### config.mk
export PLATFORM = sky130hd
export DESIGN_NAME = event_timer
export DESIGN_NICKNAME = d
export VERILOG_FILES = /design/src/rtl/event_timer_pkg.sv /design/src/rtl/event_timer_dp.sv /design/src/rtl/event_timer_ctrl.sv /design/src/rtl/event_timer.sv
export SDC_FILE = /design/constraint.sdc
export NUM_CORES = 1
export LEC_CHECK = 0
export ABC_CLOCK_PERIOD_IN_PS = 4050
export BUFFER_PORTS_ARGS = -buffer_cell sky130_fd_sc_hd__clkbuf_2
export CORE_MARGIN = 3
export CORE_UTILIZATION = 36
export CTS_CLUSTER_DIAMETER = 50
export DETAILED_ROUTE_END_ITERATION = 16
export PLACE_DENSITY_LB_ADDON = 0.08
export SETUP_SLACK_MARGIN = 0.02
export SLEW_MARGIN = 0
export SYNTH_ARGS = -nofsm -noshare
export SYNTH_HDL_FRONTEND = slang
export SYNTH_SLANG_ARGS = --single-unit
### constraint.sdc
create_clock -name clk -period 4.05 [get_ports clk]
set_input_delay 0.405 -clock clk [delete_from_list [all_inputs] [get_ports clk]]
set_output_delay 0.405 -clock clk [all_outputs]
set_load 0.02 [all_outputs]
### src/rtl/event_timer_pkg.sv
package event_timer_pkg;
  typedef struct packed {
    logic load;
    logic reload;
    logic dec;
  } cntStrb_t;

  localparam int unsigned OFS_LOAD_LO = 'h00;
  localparam int unsigned OFS_LOAD_HI = 'h04;
  localparam int unsigned OFS_STATUS  = 'h18;
  localparam int unsigned OFS_CTRL_A  = 'h10;
  localparam int unsigned OFS_CTRL_B  = 'h1C;

  localparam int CTRL_BITS = 3;
  localparam int BIT_EN    = 0;
  localparam int BIT_MODE  = 1;
  localparam int BIT_UNMSK = 2;
endpackage

### src/rtl/event_timer_dp.sv
module event_timer_dp
  import event_timer_pkg::*;
#(
  parameter int CNT_W = 64
) (
  input  logic             clk,
  input  logic             rstN,
  input  cntStrb_t         strb,
  input  logic [CNT_W-1:0] loadVal,
  output logic             cntZero
);
  logic [CNT_W-1:0] cnt;

  always_ff @(posedge clk) begin
    if (!rstN)                        cnt <= '0;
    else if (strb.load | strb.reload) cnt <= loadVal;
    else if (strb.dec)                cnt <= cnt - 1'b1;
  end

  assign cntZero = (cnt == '0);

  // a nonzero start value leaves the counter nonzero after the load
  p_load_nonzero_r4: assert property (@(posedge clk) disable iff (!rstN)
    (strb.load && (loadVal != '0)) |=> !cntZero);
endmodule

### src/rtl/event_timer_ctrl.sv
module event_timer_ctrl
  import event_timer_pkg::*;
#(
  parameter int ADDR_W   = 8,
  parameter int DATA_W   = 32,
  parameter bit CTRL_ALT = 1'b0
) (
  input  logic                clk,
  input  logic                rstN,
  input  logic                tickEn,
  input  logic                wrEn,
  input  logic                rdEn,
  input  logic [ADDR_W-1:0]   addr,
  input  logic [DATA_W-1:0]   wrData,
  input  logic                cntZero,
  output logic [2*DATA_W-1:0] loadVal,
  output cntStrb_t            strb,
  output logic [DATA_W-1:0]   rdData,
  output logic                irqOut
);
  localparam logic [ADDR_W-1:0] A_LO   = ADDR_W'(OFS_LOAD_LO);
  localparam logic [ADDR_W-1:0] A_HI   = ADDR_W'(OFS_LOAD_HI);
  localparam logic [ADDR_W-1:0] A_STAT = ADDR_W'(OFS_STATUS);
  localparam logic [ADDR_W-1:0] A_CTRL = CTRL_ALT ? ADDR_W'(OFS_CTRL_B) : ADDR_W'(OFS_CTRL_A);

  logic [DATA_W-1:0]    loadLo, loadHi;
  logic [CTRL_BITS-1:0] ctrlQ;
  logic                 statusQ, running;
  logic                 wrCtrl, wrStat, enRise, expire;

  assign wrCtrl = wrEn && (addr == A_CTRL);
  assign wrStat = wrEn && (addr == A_STAT);
  assign enRise = wrCtrl && wrData[BIT_EN] && !ctrlQ[BIT_EN];
  assign expire = running && tickEn && cntZero;

  always_comb begin
    strb.load   = enRise;
    strb.reload = expire && !ctrlQ[BIT_MODE];
    strb.dec    = running && tickEn && !cntZero;
  end

  always_ff @(posedge clk) begin
    if (!rstN) begin
      loadLo  <= '0;
      loadHi  <= '0;
      ctrlQ   <= '0;
      statusQ <= 1'b0;
      running <= 1'b0;
    end else begin
      if (wrEn && addr == A_LO) loadLo <= wrData;
      if (wrEn && addr == A_HI) loadHi <= wrData;
      if (wrCtrl) ctrlQ <= wrData[CTRL_BITS-1:0];
      if (enRise)                                running <= 1'b1;
      else if (wrCtrl && !wrData[BIT_EN])        running <= 1'b0;
      else if (expire && ctrlQ[BIT_MODE])        running <= 1'b0;
      if (expire)                                statusQ <= 1'b1;
      else if (wrStat && wrData[0])              statusQ <= 1'b0;
    end
  end

  assign loadVal = {loadHi, loadLo};
  assign irqOut  = statusQ & ctrlQ[BIT_UNMSK];

  always_comb begin
    rdData = '0;
    if (rdEn) begin
      if (addr == A_LO)        rdData = loadLo;
      else if (addr == A_HI)   rdData = loadHi;
      else if (addr == A_CTRL) rdData = {{(DATA_W-CTRL_BITS){1'b0}}, ctrlQ};
      else if (addr == A_STAT) rdData = {{(DATA_W-1){1'b0}}, statusQ};
    end
  end

  // an event leaves the status flag set
  p_event_sets_flag_r5: assert property (@(posedge clk) disable iff (!rstN)
    expire |=> statusQ);
  // a one written to status clears it when no event competes
  p_w1c_clears_r9: assert property (@(posedge clk) disable iff (!rstN)
    (wrStat && wrData[0] && !expire) |=> !statusQ);
  // single-event mode halts after its event
  p_single_halts_r7: assert property (@(posedge clk) disable iff (!rstN)
    (expire && ctrlQ[BIT_MODE] && !wrCtrl) |=> !running);
  // a disabling write halts the timer
  p_disable_halts_r8: assert property (@(posedge clk) disable iff (!rstN)
    (wrCtrl && !wrData[BIT_EN]) |=> !running);
  // re-enabling a running timer keeps it running without a reload
  p_no_retrigger_r11: assert property (@(posedge clk) disable iff (!rstN)
    (wrCtrl && wrData[BIT_EN] && running && !expire) |=> (running && !$past(strb.load)));
endmodule

### src/rtl/event_timer.sv
module event_timer
  import event_timer_pkg::*;
#(
  parameter int ADDR_W   = 8,
  parameter int DATA_W   = 32,
  parameter bit CTRL_ALT = 1'b0
) (
  input  logic              clk,
  input  logic              rstN,
  input  logic              tickEn,
  input  logic              wrEn,
  input  logic              rdEn,
  input  logic [ADDR_W-1:0] addr,
  input  logic [DATA_W-1:0] wrData,
  output logic [DATA_W-1:0] rdData,
  output logic              irqOut
);
  localparam int CNT_W = 2 * DATA_W;

  cntStrb_t         strb;
  logic [CNT_W-1:0] loadVal;
  logic             cntZero;

  event_timer_ctrl #(.ADDR_W(ADDR_W), .DATA_W(DATA_W), .CTRL_ALT(CTRL_ALT)) u_ctrl (
    .clk(clk), .rstN(rstN), .tickEn(tickEn), .wrEn(wrEn), .rdEn(rdEn),
    .addr(addr), .wrData(wrData), .cntZero(cntZero), .loadVal(loadVal),
    .strb(strb), .rdData(rdData), .irqOut(irqOut)
  );

  event_timer_dp #(.CNT_W(CNT_W)) u_dp (
    .clk(clk), .rstN(rstN), .strb(strb), .loadVal(loadVal), .cntZero(cntZero)
  );

  // reload and load strobes never coincide with a decrement
  p_strobe_excl_r6: assert property (@(posedge clk) disable iff (!rstN)
    !((strb.load || strb.reload) && strb.dec));
endmodule

# Word level (Yosys, flattened, before mapping)
# Index checks and enable logic that the tools add are counted.
# Widths: inputs -> output; s select.
[classes] addsub=1 multipliers=0 div_mod_pow=0 n_lt_le_gt_ge=0 eq_ne=3 n_shift=0 n_mux=12 bitwise=2 reduce_logical=22
[op_table] op="$mux 32" n=4
[op_table] op="$mux 64" n=2
[op_table] op="$logic_not 64->1" n=1
[op_table] op="$sub 64x1->64 const B" n=1
[op_table] op="$eq 8x5->1 const B" n=2
[op_table] op="$logic_and 1x1->1" n=13
[op_table] op="$eq 8x3->1 const B" n=1
[op_table] op="$logic_not 8->1" n=1
[op_table] op="$mux 1" n=6
[op_table] op="$logic_not 1->1" n=4
[op_table] op="$reduce_bool 2->1" n=2
[op_table] op="$reduce_bool 3->1" n=1
[op_table] op="$and 1x1->1" n=1
[op_table] op="$or 1x1->1" n=1
[totals] regBits=133 latch_bits=0 mem_bits_rw=0 rom_bits=0 inputBits=45 out_inout_bits=33 elab_cells=46 memories=0

# Longest topological paths before layout
[logic_depth] ltp_word=6 depth_mapped=10 ltp_nobuf=9

# By module
# From an unflattened synthesis, not the netlist that was laid out.
[unflattened] hier_cells=835 area_unflattened_um2=6742.7
[modules_own_cells] module="event_timer_dp" instances=1 cells_per_inst=432 area_each_um2=3604.7 seq_area_each_um2=1281.2
[modules_own_cells] module="event_timer_ctrl" instances=1 cells_per_inst=403 area_each_um2=3138.0 seq_area_each_um2=1381.3

# Least setup slack after synthesis
# Ideal clock, no wire load.
[synth_path] path_type="register -> register" startpoint="register u_dp.cnt[19]" endpoint="register u_dp.cnt[62]" arrival_time_ns=2.643 required_time_ns=3.980 setup_slack_ns=1.337 path_stages_with_launch=10 path_buffers=2 path_cell_list="dfxtp_1 -> or4_4 -> buf_6 -> or4_4 -> buf_6 -> nor3_4 -> nand2_2 -> or4b_1 -> xor2_1 -> a21oi_1"
[synth_between] elab_chain_cells=5 elab_cells_between_ends=10 classes_between="1 x add/sub; 2 x mux; 1 x bitwise; 6 x reduce/logical"
[synth_lines] element="from (decl)" line="event_timer_dp.sv:12" rtl="logic [CNT_W-1:0] cnt;"
[synth_lines] element="from (signal assigned)" line="event_timer_dp.sv:16" rtl="else if (strb.load | strb.reload) cnt <= loadVal;"
[synth_lines] element="from (signal assigned)" line="event_timer_dp.sv:17" rtl="else if (strb.dec) cnt <= cnt - 1'b1;"
[synth_lines] element="branches (longest 5 deep; another with $sub 64x1->64)"
# Several ways; the timed one is not identified. The select of a mux whose other input is x is not followed.
# A chain may end at the register's enable or synchronous reset.

# Worst setup path in the final report
[layout_path] startpoint="register u_dp.cnt[0]" endpoint="register u_dp.cnt[18]"
# The elaborated chain is that of the path after synthesis.

==> impl_metrics.env <==
export IMPL_worst_pin_slew_ns=1.13
export IMPL_busiest_layer="met1"
export IMPL_maxCapViolations=0
export IMPL_cts_root_buf="clkbuf_16"
export IMPL_initial_core_util=0.372
export IMPL_avgSynthCellArea_um2=7.89
export IMPL_synth_edff_count=0
export IMPL_die_y_um=143
export IMPL_slew_headroom=0.247
export IMPL_gp_congestion=0.812
export IMPL_hp_class="in -> reg"
export IMPL_synth_nets=904
export IMPL_overflow=0
export IMPL_syn_area_um2=6770
export IMPL_design_die_area_um2=20500
export IMPL_synthCells=858
export IMPL_grt_util_met2=0.298
export IMPL_vias=6207
export IMPL_grt_pass1_wl_mm=33.9
export IMPL_viasPerCell=5.39
export IMPL_status="complete, no violations"
export IMPL_cp_end_kind="flop"
export IMPL_synthArstFlopShare=0
export IMPL_post_cts_resized=0
export IMPL_clkLatencyLatePin_ns=0.42
export IMPL_cts_buffer_depth=2
export IMPL_fin_setup_tns_ns=0
export IMPL_cts_tree="done"
export IMPL_ys_warn_count=0
export IMPL_ios=78
export IMPL_drt_wirelength_per_cell_um=18.2
export IMPL_required_ns=4.34
export IMPL_die_x_um=143
export IMPL_fp_row_count=49
export IMPL_layout_nets=955
export IMPL_clk_pin_slew_ns=0.06
export IMPL_layout_drive_gt1_share=0.151
export IMPL_postCtsSetupRepairBufs=0
export IMPL_hpwl_mm=15.0
export IMPL_dp_slack_ns=0.819
export IMPL_path_class="reg -> reg"
export IMPL_max_freq_ghz=0.304
export IMPL_diodes=0
export IMPL_final_common_cell="nand2_1"
export IMPL_final_cell_mix="nand2_1, dfxtp_1, clkbuf_2, o21ai_0, a21boi_0"
export IMPL_cp_arrival_ns=3.58
export IMPL_grt_max_degree=120
export IMPL_antenna_found_initial=0
export IMPL_rsz0062_at_grt="false"
export IMPL_drc=0
export IMPL_synth_top_flop_cell="dfxtp_1"
export IMPL_p_leak_nw=2.84
export IMPL_synth_seq_cells=133
export IMPL_cellPowerDensity_nw_per_um2=364
export IMPL_area_growth_pct=15.9
export IMPL_numClockSinks=133
export IMPL_first_global_vias=5949
export IMPL_routed_wl_mm=21.0
export IMPL_first_pass_iters=5
export IMPL_drt_iter0_markers=495
export IMPL_stdcell_area_um2=7850
export IMPL_yosysTopAreaCell="dfxtp_1"
export IMPL_synthTopCellsByArea="dfxtp_1, nand2_1, a21boi_0"
export IMPL_cts_buffers=17
export IMPL_cp_max_fo=81
export IMPL_yosysSeqAreaShare=0.393
export IMPL_netlist_area_leader_share=0.393
export IMPL_critPathLaunchType="flop"
export IMPL_core_area_um2=18200
export IMPL_ant_nets=0
export IMPL_cts_hold_buf=0
export IMPL_port_buffers=77
export IMPL_grtUsageMet3=0.0409
export IMPL_finalCritPeriodShare=0.813
export IMPL_h_tree_depth=4
export IMPL_fin_crit_ns=3.29
export IMPL_hold_viol=0
export IMPL_dpl_cell_area_um2=7300
export IMPL_hold_ws_ns=0.226
export IMPL_clock_skew_ns=0.00828
export IMPL_setup_viol=0
export IMPL_grt_usage=0.212
export IMPL_peakVddDrop_uv=281
export IMPL_timing_final_ws_setup_ns=0.759
export IMPL_nFillCells=1870
export IMPL_reg2reg_slack_ns=0.76
export IMPL_yosysUniqueCellTypes=56
export IMPL_slew_viol_final=0
export IMPL_use_met1=0.329
==> area by class of cell <==
cell class | count | area [um2] | area share
inverters | 2 | 7.51 | 0.000957
clock inverters | 14 | 105 | 0.0134
clock buffers | 18 | 439 | 0.0560
well taps | 229 | 287 | 0.0365
multi-input cells | 668 | 3870 | 0.493
flip-flops and latches | 133 | 2660 | 0.339
repair buffers | 87 | 475 | 0.0606
==> synthesized netlist by cell type, types with 4 or more instances <==
| library cell | count |
|---|---|
| dfxtp_1 | 133 |
| a21boi_0 | 68 |
| buf_1 | 5 |
| or3_1 | 7 |
| o31ai_1 | 4 |
| nand3_1 | 26 |
| or2_2 | 4 |
| a21oi_1 | 63 |
| and2_1 | 6 |
| nor2b_1 | 4 |
| a31oi_1 | 5 |
| o21ai_0 | 71 |
| or4_1 | 7 |
| and3_1 | 5 |
| mux2i_1 | 30 |
| nand4_1 | 13 |
| nor2_1 | 57 |
| clkbuf_1 | 45 |
| nand2_1 | 161 |
| xor2_1 | 32 |
| nor3_1 | 30 |
| xnor2_1 | 19 |
| nor4_1 | 14 |
==> sequential cells by signal, indices dropped and copies added (netlist names) <==
signal          cells
u_ctrl.ctrlQ        3
u_dp.cnt           64
u_ctrl.loadLo      32
u_ctrl.loadHi      32
u_ctrl.statusQ      1
u_ctrl.running      1
==> critical path, stage by stage (launching register included) <==
cell and delay, ns:
dfxtp_1 0.34, inv_1 0.08, ha_1 0.18, nor4b_1 0.57
nand4_1 0.33, or2_1 0.35, o41a_2 0.65, buf_12 0.30
o21ai_0 0.26, a31oi_1 0.06
==> where the power goes <==
group	leakage (nW)	internal [mW]	switching, mW
registers	1.07	1.31	0.00216
clock network	0.243	0.799	0.615
logic	1.53	0.0495	0.0812
total	2.84	2.16	0.699
==> stage by stage <==
stage / util / cells / total power, mW
floorplan: - / 858 / 1.42
global route: 0.431 / 1151 / 2.95
finish: 0.431 / 1151 / 2.86
CTS: 0.431 / 1151 / 2.89
detailed placement: 0.401 / 1119 / 1.47
global placement: 0.401 / 1119 / 1.47
==> path summary, 6_finish.rpt <==
| path | startpoint | end | depth (start not counted) |
|---|---|---|---|
| max | u_dp.cnt[0] | u_dp.cnt[18] | 9 |
| min | wrData[22] | u_ctrl.loadHi[22] | 3 |
| max reg2reg | u_dp.cnt[0] | u_dp.cnt[18] | 9 |
| min reg2reg | u_ctrl.loadHi[17] | u_ctrl.loadHi[17] | 2 |
==> kinds of logic (layout without fill, tap and decap cells) <==
kind of cell	count (synthesis)	in the layout	synth area share
AOI/OAI and AO/OA	222	222	0.198
xor gates and xnor gates	51	51	0.0660
adders and majority gates	1	1	0.00185
buffers and inverters	57	121	0.0357
DFF	133	133	0.393
muxes	33	33	0.0494
and+or+nand+nor	361	361	0.256
==> per-layer routing <==
layer	share of wire	vias to the layer above	routed length [um]
met3	0.047	14	995
li1	-	3125	-
met1	0.53	2919	11000
met4	0.0089	0	186
met5	0	-	0
met2	0.42	149	8770
Note: power is estimated with default switching activity, not from simulation.
